===== src/rtl/mode_page_regs.sv =====
module mode_page_regs #(
  parameter int          AW       = 8,
  parameter int          DW       = 8,
  parameter logic [7:0]  MODE_OFS = 8'h0B,
  parameter logic [7:0]  PAGE_OFS = 8'h11
) (
  input  logic            clk,
  input  logic            rst_n,
  input  logic            mode_pin,
  input  logic            secure,
  input  logic            wr_en,
  input  logic [AW-1:0]   addr,
  input  logic [DW-1:0]   wdata,
  output logic [DW-1:0]   rdata,
  output logic            op_mode,
  output logic            mode_locked,
  input  logic [2*DW-1:0] probe_addr,
  output logic [2*DW-1:0] page_base,
  output logic            is_direct
);
  logic          mode_q, lock_q, dp_done;
  logic [DW-1:0] dp_q;

  wire wr_mode = wr_en && (addr == AW'(MODE_OFS));
  wire wr_page = wr_en && (addr == AW'(PAGE_OFS));
  wire mode_go = wr_mode && !secure && !(lock_q && mode_q);
  wire req     = wdata[DW-1];

  always_ff @(posedge clk) begin
    if (!rst_n) begin
      mode_q  <= mode_pin;
      lock_q  <= 1'b0;
      dp_q    <= '0;
      dp_done <= 1'b0;
    end else begin
      if (mode_go) begin
        if (mode_q && !req) lock_q <= 1'b1;
        else                mode_q <= req;
      end
      if (wr_page) begin
        dp_done <= 1'b1;
        if (!mode_q || !dp_done) dp_q <= wdata;
      end
    end
  end

  always_comb begin
    if (addr == AW'(MODE_OFS))      rdata = {mode_q, {(DW-1){1'b0}}};
    else if (addr == AW'(PAGE_OFS)) rdata = dp_q;
    else                            rdata = '0;
  end

  assign op_mode     = mode_q;
  assign mode_locked = lock_q;
  assign page_base   = {dp_q, {DW{1'b0}}};
  assign is_direct   = (probe_addr[2*DW-1:DW] == dp_q);
endmodule



===== config.mk =====
export PLATFORM = sky130hd
export DESIGN_NAME = mode_page_regs
export DESIGN_NICKNAME = d
export VERILOG_FILES = /design/src/rtl/mode_page_regs.sv
export SDC_FILE = /design/constraint.sdc
export NUM_CORES = 1
export LEC_CHECK = 0
export ABC_AREA = 1
export BUFFER_PORTS_ARGS = -buffer_cell sky130_fd_sc_hd__buf_2
export CORE_MARGIN = 4
export CORE_UTILIZATION = 35
export DETAILED_ROUTE_END_ITERATION = 7
export HOLD_SLACK_MARGIN = 0.1
export PLACE_DENSITY_LB_ADDON = 0.15
export SLEW_MARGIN = 20
export SYNTH_ARGS = -nofsm -noshare
export SYNTH_HDL_FRONTEND = slang
export SYNTH_SLANG_ARGS = --single-unit

===== constraint.sdc =====
create_clock -name clk -period 3.9 [get_ports clk]
set_clock_uncertainty 0.15 [all_clocks]
set_input_delay 0.78 -clock clk [delete_from_list [all_inputs] [get_ports clk]]
set_output_delay 0.78 -clock clk [all_outputs]
set_load 0.1 [all_outputs]

; Word-level counts from Yosys, hierarchy flattened
; Cells that the tools add are included.
[word_totals]
ff_bits = 11
in_bits = 37
out_inout_bits = 27
word_cells = 29
[op_classes]
n_eq_ne = 5
muxes = 5
reduce_logical = 15
[ops]
columns = op, n
row1 = $mux W8, 2
row2 = $eq A8 B4 Y1 const B, 1
row3 = $eq A8 B5 Y1 const B, 1
row4 = $eq A8 B8 Y1, 1
row5 = $logic_and A1 B1 Y1, 6
row6 = $reduce_and A2 Y1, 3
row7 = $logic_not A1 Y1, 5
row8 = $mux W1, 3
row9 = $ne A2 B1 Y1 const B, 1
row10 = $ne A2 B2 Y1 const B, 1
row11 = $logic_or A1 B1 Y1, 1

; Longest topological paths before layout
; Gate-level depths: netlist (run 1).
[logic_depth]
depth_word = 6
mapped_depth = 8
depth_no_buf = 8

; Worst setup path after synthesis (run 1)
; Ideal clock, no wire load.
[synth_path]
kind = input-to-output
startpoint = input addr[6]
endpoint = output rdata[7]
arrival_ns = 3.348
t_required_ns = 2.970
slack_ns = -0.378
path_stages = 5
n_path_buf = 0
path_cell_list = nor2_1 > nand2_1 > nor2_4 > inv_1 > o21ai_0
[synth_between]
elab_chain_len = 3
elab_cells_between_ends = 4
classes_between = 2 x eq/ne / 2 x mux
[synth_rtl]
columns = element, line
row1 = from (decl), 12  ; input logic [AW-1:0] addr,
row2 = $eq A8 B5 Y1, 49  ; else if (addr == AW'(PAGE_OFS)) rdata = dp_q;
row3 = $mux W8, 49
row4 = $mux W8 *, 48  ; if (addr == AW'(MODE_OFS)) rdata = {mode_q, {(DW-1){1'b0}}};
row5 = to (decl), 14  ; output logic [DW-1:0] rdata,
; Every way passes the cells marked *; elsewhere a longest branch is shown, timed or not.

; Final worst setup path (run 1)
[layout_path]
startpoint = input addr[3]
endpoint = output rdata[7]
; The elaborated chain is that of the path after synthesis.

==> results by group, run 1 <==
Global route
  – Vias in the first global route: 835
  – Largest net degree at the start of global routing: 12
  – Global-route usage over all layers: 0.127
  – GRT Residual Overflow: 0
  – First-pass GRT wire length: approximately 3400 um
  – Initial antenna violation count: 0

Power and ir drop
  – Cell area power density: roughly 250 nW/um^2
  – IR drop worst, VDD: about 0.00018 V
  – Leak pwr: ~0.58 nW
  – Power Total: 0.000277 W

Route
  – Routed Antenna Nets: 0
  – 1st-iter DRT viols: 11
  – Post-route DRC: 0
  – Vias: 892
  – DR WL/cell: about 9.8 um
  – Initial DRT Pass Iterations: 4
  – Final WL: roughly 2000 um
  – Vias per cell: around 4.3

Critical path
  – R2r startpoint: op_mode
  – Most common cell on crit path: buf_2
  – Critical-path top delay cell: buf_2
  – Worst path top cell family by delay: buffers and inverters
  – CP Class: in -> out
  – Worst Path Buf+Inv: 3
  – Worst Path Arrival: approximately 2.0 ns
  – Worst-path fanout max: 8
  – R2r setup slk: between 2 and 3 ns
  – Critical Path RT: about 3.0 ns
  – Worst setup SP type: input port
  – Critical Path End Type: primary output
  – Critical path startpoint: addr[3]
  – Crit-path cells: buf_2, nor2_2, nand2_2, nor2_4, inv_1, o21ai_1, buf_2
  – Slowest stage delay, CP: 0.44 ns

Clock network
  – Worst skew pair latency: roughly 0.27 ns
  – CTS hold repair buffers: 0
  – CTS sink count: 11
  – TritonCTS clock tree: done
  – Post_cts resized: 0
  – Clock Tree Buf Depth: 2
  – H-tree Lvls: 1
  – CTS Buf Count: 3
  – Post-CTS setup buffers: 0
  – Clock-pin transition on the worst setup and hold timing paths: 0.07 ns
  – CTS Root Cell: clkbuf_4

Timing
  – Total negative slack: 0 ns
  – Setup violators final: 0
  – RSZ-0062 raised after global routing: no
  – Max Clock Freq: approximately 340 MHz
  – Tcrit/Tclk final: 0.753
  – Final Hold Viols: 0
  – Tmin final: slightly below 3 ns
  – Slew Limit Fails: 0

Synthesis
  – Asr flop ratio synth: 0
  – Area contributors post-synth: dfxtp_1, inv_1, nand2_1
  – Distinct cells, synth: 20
  – Dominant cell type by area after synthesis: dfxtp_1
  – Synth cell count leaders: inv_1, nand2_1, nor2_1
  – Synthesized instance count: 133
  – Post-synth top area share: 0.238
  – Synthesis Warnings: 0
  – Count leader, synth: inv_1
  – EDFF count, synth: 1
  – Post-Synthesis Cell Area: 842 um^2
  – Seq/Total Area, Yosys: 0.273
  – Syn Area/Cell: 6.33 um^2
  – Flops & latches, synth: 11
  – Top FF cell, synth: dfxtp_1

Finish
  – Fin nets: 219
  – Fin util: 0.484
  – Antenna diode count: 0
  – Finished Layout Cells: 209
  – Synthesis-to-layout area growth: 29.7%
  – Layout cells sized above 1: 0.326

Worst hold path
  – Worst min path class: reg -> reg
  – HP Start: dp_done

Floorplan
  – Die ar.: 3250 um^2
  – Starting Density: 0.373
  – Die Y: 57.1 um
  – Core region area: approximately 2300 um^2
  – Row count: 17
  – IO Count: 64
  – Die X: approximately 57 um

Place
  – Port Buf Inserts: 47
  – Post-DP HPWL: 1760 um
  – Placed insts: between 200 and 250
  – Gpl congestion: 0.742

Run
  – Max cap viols: 0

Status
  – Status: finished clean
[kinds of logic (layout without fill, tap and decap cells)]
group	after synthesis	in the layout	share of synthesized area
xor gates and xnor gates	8	8	0.0832
DFF	11	11	0.273
other	1	8	0.00445
AOI/OAI and AO/OA	6	6	0.0401
buffers and inverters	42	83	0.229
and+or+nand+nor	65	65	0.370
[cells in the final DEF, fill, tap and decap left out]
| master | count |
|---|---|
| o21ai_0 | 1 |
| nand4_1 | 11 |
| clkbuf_1 | 1 |
| nand2_1 | 24 |
| nor2_1 | 22 |
| dfxtp_1 | 10 |
| a21oi_2 | 1 |
| buf_2 | 47 |
| inv_2 | 1 |
| nor2_4 | 2 |
| nand3_4 | 1 |
| o21ai_1 | 2 |
| a21oi_1 | 2 |
| nand2_2 | 2 |
| inv_1 | 31 |
| nor2_2 | 2 |
| clkbuf_4 | 3 |
| xnor2_1 | 8 |
| edfxtp_1 | 1 |
| nand3_1 | 1 |
| conb_1 | 8 |
[metrics by stage]
stage	setup slack (ns)	hold WS [ns]	cell area, um^2
after floorplan	0.380	0.292	868
after global placement	0.955	0.304	1070
after detailed placement	0.951	0.314	1070
after CTS	0.951	0.325	1090
after global routing	0.883	0.345	1090
final	0.965	0.319	1090
[state kept, by name, indices dropped and copies added, names as in the netlist]
signal and flops:
mode_locked 1, dp_done 1, dp_q 8, op_mode 1
[power breakdown]
group | leakage, nW | internal (W) | total [W] | switching [W]
logic | 0.474 | 0.0000183 | 0.0000796 | 0.0000612
clock network | 0.0150 | 0.0000395 | 0.0000799 | 0.0000404
registers | 0.0903 | 0.000115 | 0.000117 | 0.00000190
[per-layer routing]
layer	up-vias	global-route usage	share of wire
li1	479	-	-
met1	383	0.145	0.38
met2	30	0.238	0.52
met3	0	0.0339	0.091
met4	0	0.0199	0
met5	-	0	0
[final timing paths]
check | end | depth (start not counted)
setup / recovery | rdata[7] | 7
hold / removal | dp_done | 2
setup reg to reg | op_mode | 3
hold reg to reg | dp_done | 2
[area by class of cell]
cell class / count / area [um^2]
tap: 28 / 35.0
fill: 247 / 1160
multi-input combinational: 87 / 445
clock buffer: 4 / 26.3
sequential: 11 / 230
timing repair buffer: 47 / 235
inverter: 32 / 120
[tightest hold or removal path, stage by stage, from the launching register on]
cell and delay [ns]:
dfxtp_1 0.32, inv_1 0.05, a21oi_1 0.05
No activity file was read; power rests on OpenSTA's default activity.
==> run 2, diff against run 1 <==
Clock period 3.9 ns to 2.9 ns, I/O delays scaled along.
==> results by group, run 2 (synthesis gave the netlist of run 1 again) <==
Clock network
  – CTS Root Cell: clkbuf_4
  – Worst skew pair latency: 0.27 ns
  – TritonCTS clock tree: done
  – Clock Tree Buf Depth: 2
  – CTS sink count: 11
  – CTS hold repair buffers: 0
  – Clock-pin transition on the worst setup and hold timing paths: 0.08 ns
  – Post-CTS setup buffers: 0
  – Post_cts resized: 0
  – H-tree Lvls: 1
  – CTS Buf Count: 3

Power and ir drop
  – Leak pwr: just under 0.6 nW
  – Cell area power density: ~330 nW/um^2
  – IR drop worst, VDD: 0.000178 V

Worst hold path
  – WHS Endpoint: dp_done
  – Hold path depth: 2
  – Worst min path class: reg -> reg
  – HP Start: dp_done

Timing
  – Fin Hold WS: between 0.3 and 0.4 ns
  – Final Hold Viols: 0
  – Tmin final: 2.55 ns
  – Setup violators final: 0
  – Max Clock Freq: 393 MHz
  – Slew Limit Fails: 0
  – Total negative slack: 0 ns
  – Tcrit/Tclk final: 0.878
  – RSZ-0062 raised after global routing: no

Global route
  – Vias in the first global route: 847
  – GRT Residual Overflow: 0
  – Initial antenna violation count: 0
  – Largest net degree at the start of global routing: 12
  – First-pass GRT wire length: approximately 3500 um
  – Global-route usage over all layers: 0.135

Critical path
  – Critical Path RT: between 2 and 2.5 ns
  – Critical Path End Type: primary output
  – R2r worst-path depth: 3
  – R2r startpoint: op_mode
  – Worst-path fanout max: 8
  – Worst Path Arrival: 1.82 ns
  – R2r setup slk: 1.60 ns
  – Worst setup SP type: input port
  – Reg-to-Reg End: op_mode
  – CP Class: in -> out

Finish
  – Synthesis-to-layout area growth: 33.9%
  – Reg with most FFs: dp_q
  – Most frequent cells in the layout: buf_2, inv_1, nand2_1
  – Multi-input gate area: about 470 um^2
  – Antenna diode count: 0
  – Max FFs per register: 8
  – Layout cells sized above 1: 0.370
  – Fin nets: 219
  – Sequential Area: roughly 230 um^2
  – Commonest non-fill, non-tap cell in the layout: buf_2
  – Filler instances: 250

Place
  – Post-DP HPWL: 1710 um
  – Gpl congestion: 0.728
  – Port Buf Inserts: 47

Run
  – Max cap viols: 0

Route
  – Vias per cell: approximately 4.2
  – Routed Antenna Nets: 0
  – DR WL/cell: approximately 10 um
  – Vias: around 900
  – Initial DRT Pass Iterations: 4
  – Final WL: about 2100 um
  – 1st-iter DRT viols: 8
  – Post-route DRC: 0

Floorplan
  – Row count: 17
  – Die ar.: 3250 um^2
  – Die X: around 57 um
  – IO Count: 64
  – Die Y: roughly 57 um
  – Starting Density: 0.373
  – Core region area: between 2000 and 2500 um^2

Status
  – Status: finished clean
-- run 2: cell counts in the layout (fill, tap and decap cells not counted) --
Identical to the previous run, type by type.
-- run 2: routing by layer --
| metal | up-vias | wire, um | track usage |
|---|---|---|---|
| li1 | 479 | - | - |
| met1 | 375 | 874 | 0.165 |
| met2 | 28 | 1020 | 0.225 |
| met3 | 2 | 166 | 0.0294 |
| met4 | 0 | 14 | 0.0596 |
| met5 | - | 0 | 0 |
-- run 2: area by class of cell --
type,count,area share
flip-flops and latches,11,0.204
multi-input cells,87,0.413
inverters,32,0.107
well taps,28,0.0311
clock buffers,4,0.0233
repair buffers,47,0.222
-- run 2: metrics by stage --
| stage | setup WS [ns] | instances | utilization | power, W | area (um^2) |
|---|---|---|---|---|---|
| floorplan | -0.320 | 140 | - | 0.000251 | 888 |
| global placement | 0.357 | 205 | 0.488 | 0.000266 | 1100 |
| detailed placement | 0.326 | 205 | 0.488 | 0.000268 | 1100 |
| CTS | 0.328 | 209 | 0.500 | 0.000380 | 1130 |
| global route | 0.253 | 209 | 0.500 | 0.000393 | 1130 |
| finish | 0.354 | 209 | 0.500 | 0.000371 | 1130 |
-- run 2: worst max path at each step --
stage	slack, ns	end	startpoint	cells past startpoint
final	0.35	rdata[3]	addr[5]	7
after global routing	0.25	rdata[4]	addr[6]	7
after CTS	0.33	rdata[2]	addr[5]	7
after detailed placement	0.33	rdata[2]	addr[5]	7
after global placement	0.36	rdata[4]	addr[6]	7
after floorplan	-0.32	rdata[7]	dp_q[7]	2
-- run 2: where the power goes --
group / internal [W] / total, W / switching, W
Clock: 0.0000532 / 0.000107 / 0.0000535
Sequential: 0.000155 / 0.000157 / 0.00000232
Combinational: 0.0000247 / 0.000107 / 0.0000823
Total: 0.000233 / 0.000371 / 0.000138
-- run 2: critical path, stage by stage --
cell and delay, ns:
buf_2 0.11, nor2_1 0.09, nand2_1 0.11, nor2_4 0.16
inv_1 0.20, nor2_2 0.13, buf_2 0.43
==> run 3, diff against run 2 <==
Clock period 2.9 ns to 2.4 ns, I/O delays scaled along.
==> results by group, run 3 (synthesis gave the netlist of run 1 again) <==
Status
  – Status: finished clean

Global route
  – Initial antenna violation count: 0
  – GRT Residual Overflow: 0
  – Vias in the first global route: between 800 and 900
  – Largest net degree at the start of global routing: 12
  – Global-route usage over all layers: 0.136
  – First-pass GRT wire length: 3510 um

Floorplan
  – IO Count: 64
  – Row count: 17
  – Die Y: roughly 57 um
  – Starting Density: 0.373
  – Die X: between 50 and 60 um
  – Die ar.: between 3000 and 4000 um^2
  – Core region area: ~2300 um^2

Route
  – Initial DRT Pass Iterations: 4
  – Wl on met1: roughly 870 um
  – Vias per cell: between 4 and 5
  – DR WL met3: approximately 150 um
  – 1st-iter DRT viols: 9
  – Top Metal Used: met3
  – Final WL: 2170 um
  – Vias: roughly 900
  – DR WL/cell: 10.4 um
  – Routed Antenna Nets: 0
  – Post-route DRC: 0
  – DR WL met2: about 1200 um

Critical path
  – Reg-to-Reg End: op_mode
  – Worst Path Arrival: 1.60 ns
  – R2r startpoint: op_mode
  – R2r setup slk: approximately 1.1 ns
  – R2r worst-path depth: 3
  – Critical Path RT: 1.77 ns
  – Worst setup SP type: input port
  – CP Class: in -> out
  – Critical Path End Type: primary output
  – Worst-path fanout max: 8

Finish
  – Filler instances: ~250
  – Antenna diode count: 0
  – Fin nets: around 220
  – Synthesis-to-layout area growth: 51.9%
  – Multi-input gate area: around 490 um^2
  – Layout cells sized above 1: 0.420
  – Reg with most FFs: dp_q
  – Most frequent cells in the layout: buf_2, inv_1, nand2_1
  – Commonest non-fill, non-tap cell in the layout: buf_2
  – Max FFs per register: 8
  – Sequential Area: around 240 um^2

Place
  – Pre-CTS setup slack: approximately 0.14 ns
  – Gpl congestion: around 0.73
  – Port Buf Inserts: between 40 and 50
  – Post-DP HPWL: approximately 1800 um

Power and ir drop
  – IR drop worst, VDD: 0.000341 V
  – Leak pwr: 0.609 nW
  – Cell area power density: ~350 nW/um^2

Clock network
  – Clock-pin transition on the worst setup and hold timing paths: about 0.070 ns
  – TritonCTS clock tree: done
  – CTS Buf Count: 3
  – Post-CTS setup buffers: 0
  – CTS Root Cell: clkbuf_4
  – CTS sink count: 11
  – Post_cts resized: 0
  – H-tree Lvls: 1
  – Worst skew pair latency: about 0.27 ns
  – CTS hold repair buffers: 0
  – Clock Tree Buf Depth: 2

Worst hold path
  – HP Start: dp_done
  – Worst min path class: reg -> reg
  – Hold path depth: 2
  – WHS Endpoint: dp_done

Timing
  – RSZ-0062 raised after global routing: no
  – Fin Hold WS: 0.316 ns
  – Final Hold Viols: 0
  – Tcrit/Tclk final: 0.928
  – Setup violators final: 0
  – Tmin final: about 2.2 ns
  – Max Clock Freq: around 450 MHz
  – Setup ws final: ~0.17 ns
  – Slew Limit Fails: 0

Run
  – Max cap viols: 0
-- run 3: routing by layer --
layer	global-route usage	vias up
met1	0.149	395
met4	0.0563	0
met5	0	-
met2	0.250	26
met3	0.0294	0
li1	-	476
-- run 3: final cells by class --
class / instances / area share
multi-input combinational: 87 / 0.381
timing repair buffer: 47 / 0.290
sequential: 11 / 0.188
inverter: 32 / 0.0939
tap: 28 / 0.0274
clock buffer: 4 / 0.0205
-- run 3: power by group --
group | switching (W) | internal, W | total [W] | leakage, nW
Sequential | 0.00000303 | 0.000187 | 0.000190 | 0.0944
Clock | 0.0000664 | 0.0000643 | 0.000131 | 0.0150
Combinational | 0.000100 | 0.0000301 | 0.000130 | 0.499
Total | 0.000169 | 0.000282 | 0.000451 | 0.609
-- run 3: how the worst max path moves through the flow --
stage	from	cells after the start	endpoint	slack [ns]
finish	addr[5]	7	rdata[7]	0.17
global route	addr[6]	7	rdata[7]	0.02
CTS	addr[3]	7	rdata[7]	0.14
detailed placement	addr[5]	7	rdata[7]	0.14
global placement	addr[6]	7	rdata[7]	0.16
floorplan	addr[6]	5	rdata[1]	-0.06
-- run 3: critical path, cell delays in order --
cell and delay [ns]:
buf_2 0.10, nor2_1 0.09, nand2_1 0.10, nor2_4 0.16, inv_1 0.24, o21ai_4 0.23, buf_12 0.19
-- run 3: per-stage QoR --
stage | utilization | area [um^2] | total power, W | TNS, ns | cells
after floorplan | - | 920 | 0.000303 | -0.389 | 140
after global placement | 0.555 | 1250 | 0.000322 | 0 | 205
after detailed placement | 0.555 | 1250 | 0.000325 | 0 | 205
after CTS | 0.567 | 1280 | 0.000455 | 0 | 209
after global routing | 0.567 | 1280 | 0.000478 | 0 | 209
final | 0.567 | 1280 | 0.000451 | 0 | 209
